--- config.mk ---
export PLATFORM = sky130hd
export DESIGN_NAME = vec_intc
export DESIGN_NICKNAME = d
export VERILOG_FILES = /design/src/rtl/vec_intc_pkg.sv /design/src/rtl/vec_intc_regs.sv /design/src/rtl/vec_intc_pending.sv /design/src/rtl/vec_intc_arb.sv /design/src/rtl/vec_intc.sv
export SDC_FILE = /design/constraint.sdc
export NUM_CORES = 1
export LEC_CHECK = 0
export BUFFER_PORTS_ARGS = -buffer_cell sky130_fd_sc_hd__buf_2
export CAP_MARGIN = 20
export CORE_UTILIZATION = 48
export DETAILED_ROUTE_END_ITERATION = 7
export HOLD_SLACK_MARGIN = 0.02
export PLACE_DENSITY = 0.68
export SETUP_SLACK_MARGIN = 0.02
export SLEW_MARGIN = 20
export SYNTH_ARGS = -nofsm -noshare
export SYNTH_HDL_FRONTEND = slang
export SYNTH_HIERARCHICAL = 1
export SYNTH_SLANG_ARGS = --single-unit
--- constraint.sdc ---
create_clock -name clk -period 22 [get_ports clk]
set_clock_uncertainty 0.15 [all_clocks]
set_input_delay 1.1 -clock clk [delete_from_list [all_inputs] [get_ports clk]]
set_output_delay 1.1 -clock clk [all_outputs]
set_load 0.01 [all_outputs]
--- src/rtl/vec_intc_pkg.sv ---
package vec_intc_pkg;

    // Width of a priority field and of the processor level.
    localparam int LVL_W = 4;
    // Width of the internal arbitration value.
    localparam int ARB_W = LVL_W + 1;

    // Promote a register field into the arbitration domain.
    function automatic logic [ARB_W-1:0] widen_prio(input logic [LVL_W-1:0] fld);
        return {fld, 1'b0};
    endfunction

    // Reduce an arbitration value to the level the processor compares.
    function automatic logic [LVL_W-1:0] to_level(input logic [ARB_W-1:0] arb);
        return LVL_W'(arb >> 1);
    endfunction

endpackage

--- src/rtl/vec_intc_regs.sv ---
module vec_intc_regs
    import vec_intc_pkg::*;
#(
    parameter int N_SRC  = 8,
    parameter int DATA_W = 16,
    parameter int ADDR_W = 3,
    parameter int N_MASK = 2,
    parameter logic [N_SRC*LVL_W-1:0] PRI_RST  = '0,
    parameter logic [N_MASK*N_SRC-1:0] MASK_RST = '0
) (
    input  logic                    clk,
    input  logic                    rst_n,
    input  logic                    wr_en,
    input  logic [ADDR_W-1:0]       wr_addr,
    input  logic [DATA_W-1:0]       wr_data,
    input  logic [ADDR_W-1:0]       rd_addr,
    output logic [DATA_W-1:0]       rd_data,
    output logic                    lvl_mode,
    output logic [N_SRC*LVL_W-1:0]  prio_flat,
    output logic [N_SRC-1:0]        mask_ok
);

    localparam int PTOT      = N_SRC * LVL_W;
    localparam int N_PRI     = PTOT / DATA_W;
    localparam int MTOT      = N_MASK * N_SRC;
    localparam int MASK_BASE = 1 + N_PRI;

    typedef struct packed {
        logic            lvl_mode;
        logic [PTOT-1:0] pri;
        logic [MTOT-1:0] mask;
    } regs_t;

    regs_t r_q, r_d;

    always_comb begin
        r_d = r_q;
        if (wr_en) begin
            if (wr_addr == ADDR_W'(0)) begin
                r_d.lvl_mode = wr_data[0];
            end
            for (int r = 0; r < N_PRI; r++) begin
                if (wr_addr == ADDR_W'(1 + r)) begin
                    r_d.pri[PTOT-1-r*DATA_W -: DATA_W] = wr_data;
                end
            end
            for (int m = 0; m < N_MASK; m++) begin
                if (wr_addr == ADDR_W'(MASK_BASE + m)) begin
                    r_d.mask[MTOT-1-m*N_SRC -: N_SRC] = wr_data[N_SRC-1:0];
                end
            end
        end
    end

    always_ff @(posedge clk or negedge rst_n) begin
        if (!rst_n) begin
            r_q <= '{lvl_mode: 1'b0, pri: PRI_RST, mask: MASK_RST};
        end else begin
            r_q <= r_d;
        end
    end

    always_comb begin
        rd_data = '0;
        if (rd_addr == ADDR_W'(0)) begin
            rd_data[0] = r_q.lvl_mode;
        end
        for (int r = 0; r < N_PRI; r++) begin
            if (rd_addr == ADDR_W'(1 + r)) begin
                rd_data = r_q.pri[PTOT-1-r*DATA_W -: DATA_W];
            end
        end
        for (int m = 0; m < N_MASK; m++) begin
            if (rd_addr == ADDR_W'(MASK_BASE + m)) begin
                rd_data[N_SRC-1:0] = r_q.mask[MTOT-1-m*N_SRC -: N_SRC];
            end
        end
    end

    assign lvl_mode  = r_q.lvl_mode;
    assign prio_flat = r_q.pri;

    // Source i owns bit N_SRC-1-i of every mask register.
    for (genvar i = 0; i < N_SRC; i++) begin : g_src
        always_comb begin
            mask_ok[i] = 1'b1;
            for (int m = 0; m < N_MASK; m++) begin
                mask_ok[i] = mask_ok[i] & r_q.mask[(N_MASK-1-m)*N_SRC + (N_SRC-1-i)];
            end
        end
    end

endmodule

--- src/rtl/vec_intc_pending.sv ---
module vec_intc_pending #(
    parameter int N_SRC = 8,
    localparam int IDX_W = $clog2(N_SRC)
) (
    input  logic             clk,
    input  logic             rst_n,
    input  logic [N_SRC-1:0] irq_in,
    input  logic             lvl_mode,
    input  logic             clr_en,
    input  logic [IDX_W-1:0] clr_idx,
    output logic [N_SRC-1:0] pend
);

    typedef struct packed {
        logic [N_SRC-1:0] prev;
        logic [N_SRC-1:0] pend;
    } pst_t;

    pst_t s_q, s_d;
    logic [N_SRC-1:0] clr_vec;
    logic [N_SRC-1:0] rise;

    always_comb begin
        clr_vec = clr_en ? (N_SRC'(1) << clr_idx) : '0;
        rise    = irq_in & ~s_q.prev;
        s_d.prev = irq_in;
        if (lvl_mode) begin
            s_d.pend = irq_in & ~clr_vec;
        end else begin
            s_d.pend = (s_q.pend | rise) & ~clr_vec;
        end
    end

    always_ff @(posedge clk or negedge rst_n) begin
        if (!rst_n) begin
            s_q <= '0;
        end else begin
            s_q <= s_d;
        end
    end

    assign pend = s_q.pend;

endmodule

--- src/rtl/vec_intc_arb.sv ---
module vec_intc_arb
    import vec_intc_pkg::*;
#(
    parameter int N_SRC = 8,
    localparam int IDX_W = $clog2(N_SRC),
    localparam int PTOT  = N_SRC * LVL_W
) (
    input  logic [N_SRC-1:0] pend,
    input  logic [PTOT-1:0]  prio_flat,
    input  logic [N_SRC-1:0] mask_ok,
    output logic [N_SRC-1:0] elig,
    output logic             found,
    output logic [IDX_W-1:0] win_idx,
    output logic [ARB_W-1:0] win_arb
);

    for (genvar i = 0; i < N_SRC; i++) begin : g_elig
        assign elig[i] = pend[i] & mask_ok[i] & (prio_flat[PTOT-1-i*LVL_W -: LVL_W] != '0);
    end

    // Ascending scan with strict compare: lowest index keeps ties.
    always_comb begin
        found   = 1'b0;
        win_idx = '0;
        win_arb = '0;
        for (int i = 0; i < N_SRC; i++) begin
            if (elig[i] && (!found ||
                widen_prio(prio_flat[PTOT-1-i*LVL_W -: LVL_W]) > win_arb)) begin
                found   = 1'b1;
                win_idx = IDX_W'(i);
                win_arb = widen_prio(prio_flat[PTOT-1-i*LVL_W -: LVL_W]);
            end
        end
    end

endmodule

--- src/rtl/vec_intc.sv ---
module vec_intc
    import vec_intc_pkg::*;
#(
    parameter int N_SRC    = 8,
    parameter int DATA_W   = 16,
    parameter int ADDR_W   = 3,
    parameter int N_MASK   = 2,
    parameter int VEC_W    = 12,
    parameter int VEC_BASE = 'h200,
    parameter int VEC_STEP = 'h20,
    parameter logic [N_SRC*LVL_W-1:0] PRI_RST  = 32'hDA74_0000,
    parameter logic [N_MASK*N_SRC-1:0] MASK_RST = 16'hF0FF
) (
    input  logic              clk,
    input  logic              rst_n,
    input  logic              reg_wr,
    input  logic [ADDR_W-1:0] reg_waddr,
    input  logic [DATA_W-1:0] reg_wdata,
    input  logic [ADDR_W-1:0] reg_raddr,
    output logic [DATA_W-1:0] reg_rdata,
    input  logic [N_SRC-1:0]  irq_in,
    input  logic [LVL_W-1:0]  cpu_level,
    input  logic              irq_ack,
    output logic              irq_req,
    output logic [VEC_W-1:0]  irq_vec,
    output logic [LVL_W-1:0]  irq_level
);

    localparam int IDX_W = $clog2(N_SRC);
    localparam int PTOT  = N_SRC * LVL_W;

    typedef struct packed {
        logic             valid;
        logic [IDX_W-1:0] idx;
        logic [LVL_W-1:0] lvl;
    } gnt_t;

    gnt_t g_q, g_d;

    logic              lvl_mode;
    logic [PTOT-1:0]   prio_flat;
    logic [N_SRC-1:0]  mask_ok;
    logic [N_SRC-1:0]  pend_q;
    logic [N_SRC-1:0]  elig;
    logic              found;
    logic [IDX_W-1:0]  win_idx;
    logic [ARB_W-1:0]  win_arb;
    logic              take;
    logic [LVL_W-1:0]  held_field;
    logic              held_ok;

    vec_intc_regs #(
        .N_SRC    (N_SRC),
        .DATA_W   (DATA_W),
        .ADDR_W   (ADDR_W),
        .N_MASK   (N_MASK),
        .PRI_RST  (PRI_RST),
        .MASK_RST (MASK_RST)
    ) u_regs (
        .clk       (clk),
        .rst_n     (rst_n),
        .wr_en     (reg_wr),
        .wr_addr   (reg_waddr),
        .wr_data   (reg_wdata),
        .rd_addr   (reg_raddr),
        .rd_data   (reg_rdata),
        .lvl_mode  (lvl_mode),
        .prio_flat (prio_flat),
        .mask_ok   (mask_ok)
    );

    vec_intc_pending #(
        .N_SRC (N_SRC)
    ) u_pend (
        .clk      (clk),
        .rst_n    (rst_n),
        .irq_in   (irq_in),
        .lvl_mode (lvl_mode),
        .clr_en   (take),
        .clr_idx  (g_q.idx),
        .pend     (pend_q)
    );

    vec_intc_arb #(
        .N_SRC (N_SRC)
    ) u_arb (
        .pend      (pend_q),
        .prio_flat (prio_flat),
        .mask_ok   (mask_ok),
        .elig      (elig),
        .found     (found),
        .win_idx   (win_idx),
        .win_arb   (win_arb)
    );

    always_comb begin
        take       = irq_ack & g_q.valid;
        held_field = prio_flat[PTOT-1-int'(g_q.idx)*LVL_W -: LVL_W];
        held_ok    = elig[g_q.idx] && (to_level(widen_prio(held_field)) > cpu_level);
        g_d        = g_q;
        if (take) begin
            g_d = '0;
        end else if (g_q.valid && held_ok) begin
            g_d = g_q;
        end else begin
            g_d.valid = found && (to_level(win_arb) > cpu_level);
            g_d.idx   = g_d.valid ? win_idx : '0;
            g_d.lvl   = g_d.valid ? to_level(win_arb) : '0;
        end
    end

    always_ff @(posedge clk or negedge rst_n) begin
        if (!rst_n) begin
            g_q <= '0;
        end else begin
            g_q <= g_d;
        end
    end

    assign irq_req   = g_q.valid;
    assign irq_level = g_q.lvl;
    assign irq_vec   = g_q.valid
                     ? VEC_W'(VEC_BASE) + VEC_W'(g_q.idx) * VEC_W'(VEC_STEP)
                     : '0;

endmodule

Word level (Yosys, flattened, before mapping)
Index checks and enable logic that the tools add are counted.
- register bits: 73
- input bits: 38
- output and inout bits: 33
- word-level logic and storage cells: 140
- add/sub/neg operators: 2
- order comparisons: 10
- eq/ne operators: 9
- shift-type cells: 2
- mux-type cells: 37
- bitwise logic cells: 31
- reductions and logical operators: 39
- operator list (operator ; count):
    two-way mux 8 bit ; 6
    two-way mux 5 bit ; 8
    > comparator 5 bit ; 7
    indexed part select 35 x 6 -> 4 bit ; 1
    two-way mux 16 bit ; 2
    nonzero test 4 bit ; 8
    bitwise AND 1 bit ; 25
    bitwise AND 8 bit ; 3
    NOT 8 bit ; 2
    two-way mux 3 bit ; 5
    equality test 3 x 2 -> 1 bit (second input constant) ; 4
    adder 10 x 8 -> 11 bit (first input constant) ; 1
    two-way mux 1 bit ; 11
    two-way mux 11 bit ; 1
    logical AND 1 bit ; 10
    AND reduction 2 bit ; 5
    > comparator 4 bit ; 2
    bitwise OR 8 bit ; 1
    << shifter 1 x 3 -> 8 bit (first input constant) ; 1
    logical NOT 1 bit ; 7
    logical OR 1 bit ; 7
    equality test 3 x 1 -> 1 bit (second input constant) ; 2
    equality test 3 bit (second input constant) ; 2
    logical NOT 3 bit ; 2
    6 further kinds ; 7

Depth between registers and ports, before layout
- depth in word-level cells: 37
- depth in mapped cells: 61
- mapped depth without buffers: 60

Cells and area by module
Netlist, hierarchy kept.
- by module, submodules not included (module ; instances ; cells each ; area each (µm²) ; sequential area each (µm²)):
    vec_intc_regs ; 1 ; 203 ; 2622.5 ; 1252.5
    vec_intc_arb ; 1 ; 216 ; 1520.2 ; 0.0
    vec_intc ; 1 ; 95 ; 967.2 ; 200.2
    vec_intc_pending ; 1 ; 61 ; 688.2 ; 400.4

Worst setup path before layout
Ideal clock, no wire load.
- path type: flip-flop to flip-flop
- from: register u_regs/r_q[15] (netlist bit)
- to: register g_q[6] (netlist bit)
- library setup time: 0.120 ns
- arrival: 11.224 ns
- required time: 21.730 ns
- slack: 10.506 ns
- cell stages (with the launch flop): 59
- path buffers: 2
- period minus slack after synthesis: 11.494 ns
- cell sequence: dfstp_2 > and2_1 > and2_1 > clkbuf_1 > nand2_1 > ha_1 > nor2b_1 > o211ai_1 > a21oi_1 > o21ai_0 > o2bb2a_1 > inv_1 > ha_1 > nor2b_1 > o211a_1 > o21a_1 > nor2_1 > nor2_1 > [23 not listed] > o21ai_0 > a32oi_1 > o21ai_1 > mux2_2 > ha_1 > nor2b_1 > o21ai_0 > nand2b_1 > a21oi_1 > a41oi_1 > o21ai_1 > and2_1 > a221oi_1 > ha_1 > a21oi_1 > o22ai_1 > o2111a_1 > a31o_1
- cells in the longest elaborated chain, start to end: 37
- elaborated cells on any way between the ends: 61
- those cells by class: order compare: 8; eq/ne: 1; mux: 25; bitwise: 3; reduce/logical: 24
- RTL lines (element ; RTL line ; text):
    start, declared ; vec_intc_regs.sv:34 ; regs_t r_q, r_d;
    start signal, assigned ; vec_intc_regs.sv:57 ; r_q <= '{lvl_mode: 1'b0, pri: PRI_RST, mask: MASK_RST};
    start signal, assigned ; vec_intc_regs.sv:59 ; r_q <= r_d;
    bitwise AND 1 bit (*) ; vec_intc_regs.sv:88 ; mask_ok[i] = mask_ok[i] & r_q.mask[(N_MASK-1-m)*N_SRC + (N_SRC-1-i)];
    via mask_ok[0] ; vec_intc.sv:42 ; logic [N_SRC-1:0] mask_ok;
    bitwise AND 1 bit (*) (2 in series) ; vec_intc_arb.sv:18 ; assign elig[i] = pend[i] & mask_ok[i] & (prio_flat[PTOT-1-i*LVL_W -: LVL_W] != '0);
    two-way mux 5 bit or two-way mux 1 bit (tied branches) ; vec_intc_arb.sv:27 ; if (elig[i] && (!found ||
    > comparator 5 bit or logical NOT 1 bit (tied branches) ; vec_intc_arb.sv:28, vec_intc_arb.sv:27 ;
    logical OR 1 bit ; vec_intc_arb.sv:27 ;
    logical AND 1 bit ; vec_intc_arb.sv:27 ;
    two-way mux 5 bit or two-way mux 1 bit (tied branches) ; vec_intc_arb.sv:27 ;
    [22 not listed] ; -- ;
    logical AND 1 bit ; vec_intc_arb.sv:27 ;
    two-way mux 5 bit (*) ; vec_intc_arb.sv:27 ;
    via win_arb[3] ; vec_intc.sv:47 ; logic [ARB_W-1:0] win_arb;
    > comparator 4 bit (*) ; vec_intc.sv:106 ; g_d.valid = found && (to_level(win_arb) > cpu_level);
    logical AND 1 bit (*) ; vec_intc.sv:106 ;
    two-way mux 3 bit (*) ; vec_intc.sv:107 ; g_d.idx = g_d.valid ? win_idx : '0;
    two-way mux 8 bit (*) ; vec_intc.sv:103 ; end else if (g_q.valid && held_ok) begin
    two-way mux 8 bit (*) ; vec_intc.sv:101 ; if (take) begin
    end signal, assigned ; vec_intc.sv:116 ; g_q <= g_d;
    end, declared ; vec_intc.sv:38 ; gnt_t g_q, g_d;
Mark *: on every way through the listed nets, which the timed path passes. The rest lies on a longest branch. The select of a mux whose other input is x is not followed.
A chain may end at the register's enable or synchronous reset.

Final worst setup path
- from: register u_regs/r_q[7] (netlist bit)
- to: register g_q[6] (netlist bit)
The elaborated chain is that of the path after synthesis.

==> results.txt <==
Status: finished, violations left
Failing checks: DRC
# rows: 39
Hold_ws: 0.365 ns
# setup viols final: 0
Resized Gates After CTS: 0
CP startpoint kind: register
Crit Path Category: register to register
Drt wl/cell: 20.0 um
Logic pwr share: 45.4%
Hpwl dp: 10,900 um
Initial antenna violation count: 0
Slew Limit Fails: 0
DIE WIDTH: 112 um
Pre-Repair DR Iteration Count: 8
Clk_lat worst skew: 0.34 ns
Leak pwr: 0.00278 uW
Filler Cells Inserted: 1,039
CP required: 22.08 ns
Vias: 4,484
Area taken by multi-input logic gates: 3300 um2
Worst Path Arrival: 13.56 ns
Unrepaired setup endpoints after global routing: no
CTS tree: yes
GP Congestion: 1.01
Clk pwr share: 21.4%
Fin crit period: 13.48 ns
Syn avg cell area: 10.1 um2
Area of the mapped netlist: 5790 um2
DRT Wirelength: 14,600 um
Net switching power: 272 uW
Max stage delay on crit path: 0.59 ns
Routed vias/inst: 6.14
H-tree depth: 3
Final worst-path cycle share: 61.3%
Sequential cell area: 1850 um2
Max Clk Rate: 0.0742 GHz
Clock root buffer: clkbuf_16
Buffers on Ports: 62
Core area: 11,600 um2
CTS Sinks: 73
Largest net degree at the start of global routing: 74
Nets: 656
Most frequent cells in the layout: buf_2 (62), dfrtp_1 (52), inv_1 (43)
ANT nets after route: 0
Number of diodes: 0
Worst slew margin: 26.7%
Hold Vio Cnt, Final: 0
Post-CTS Repair Setup Buffers: 0
Area growth, synth to finish: 5.45%
Commonest non-fill, non-tap cell in the layout: buf_2
VDD IR-drop max: 0.0592 mV
Internal: 408 uW
Crit. End Element: register
Fin Setup TNS: 0 ns
DRC Markers: 3
Vias in the first global route: 4,387
Cell repeated most along the worst path: ha_1
Max-cap viol count: 0
Clock-pin slew on the worst setup and hold paths: 0.06 ns
Initial DRC count: 389
Top-level port count: 71
Hold Crit Class: register to register
GR Util All Layers: 24.6%
CP max FO: 12
Syn Inst Count: 573
GRT overflow: 0
Initial core utilization: 50.0%
First-pass GRT wire length: 23,800 um
Sequential power share: 33.2%
CP max stage cell: o21ai_1
CTS Buf Count: 9
Final Core Density: 52.8%
Total die area: 12,500 um2
Yosys warning total: 6
Clock Tree Buf Depth: 2
Die span in y: 112 um
Share of cells above drive strength 1: 30.5%
Cell area power density: 112 nW/um2
Hold buffers post-CTS: 0
Worst Max-Slew Pin Slew: 1.10 ns
Sw Ratio: 40.0%
==> power by group through the flow <==
stage | Clock (uW) | Combinational [uW] | Sequential (uW)
final | 145 | 309 | 226
after CTS | 149 | 304 | 226
after floorplan | 0 | 278 | 190
after global placement | 0 | 292 | 227
after global routing | 155 | 344 | 233
after detailed placement | 0 | 301 | 228
==> stage by stage <==
step | setup WS, ns | instance area [um2] | cells | power (uW)
finish | 8.52 | 6100 | 730 | 680
global route | 7.52 | 6100 | 730 | 731
CTS | 8.88 | 6100 | 730 | 680
detailed placement | 8.91 | 5810 | 714 | 529
global placement | 9.37 | 5810 | 714 | 519
floorplan | 10.51 | 5810 | 580 | 468
==> flip-flops by register name (all words and copies together) (netlist names) <==
register	flops
irq_req	1
u_regs/r_q	16
u_regs/prio_flat	32
u_pend/s_q	8
u_pend/pend	8
irq_level	4
u_regs/lvl_mode	1
g_q	3
==> layout make-up <==
class | instances | share of cell area (%)
multi-input combinational | 392 | 54.0
tap | 143 | 2.93
sequential | 73 | 30.4
clock inverter | 6 | 1.09
clock buffer | 10 | 3.75
timing repair buffer | 63 | 5.21
inverter | 43 | 2.65
==> path summary, 6_finish.rpt <==
check	start	slack [ns]	endpoint	cells past startpoint
hold / removal	irq_level[2]	0.37	irq_level[2]	2
hold reg to reg	irq_level[2]	0.37	irq_level[2]	2
setup / recovery	u_regs/r_q[7]	8.52	g_q[6]	57
setup reg to reg	u_regs/r_q[7]	8.52	g_q[6]	57
min in group asynchronous	rst_n	0.83	u_regs/prio_flat[5]	2
max in group asynchronous	rst_n	20.26	u_pend/pend[7]	2
==> worst max-delay path: cells and delay by family, from the launching register on <==
| family | cells | cell delay [ns] |
|---|---|---|
| compound gates | 30 | 7.33 |
| simple gates | 16 | 2.51 |
| fa+ha+maj | 8 | 2.24 |
| flops | 1 | 0.54 |
| mux | 1 | 0.41 |
| buf+inv | 2 | 0.17 |
==> routing by layer <==
metal  up-vias  routed length (um)  track usage [%]
li1       2053                   -                -
met1      2176                6400             34.0
met2       206                6660             37.7
met3        49                 989             4.30
met4         0                 517             11.4
met5         -                   0                0
Power figures use the tool's default switching activity.
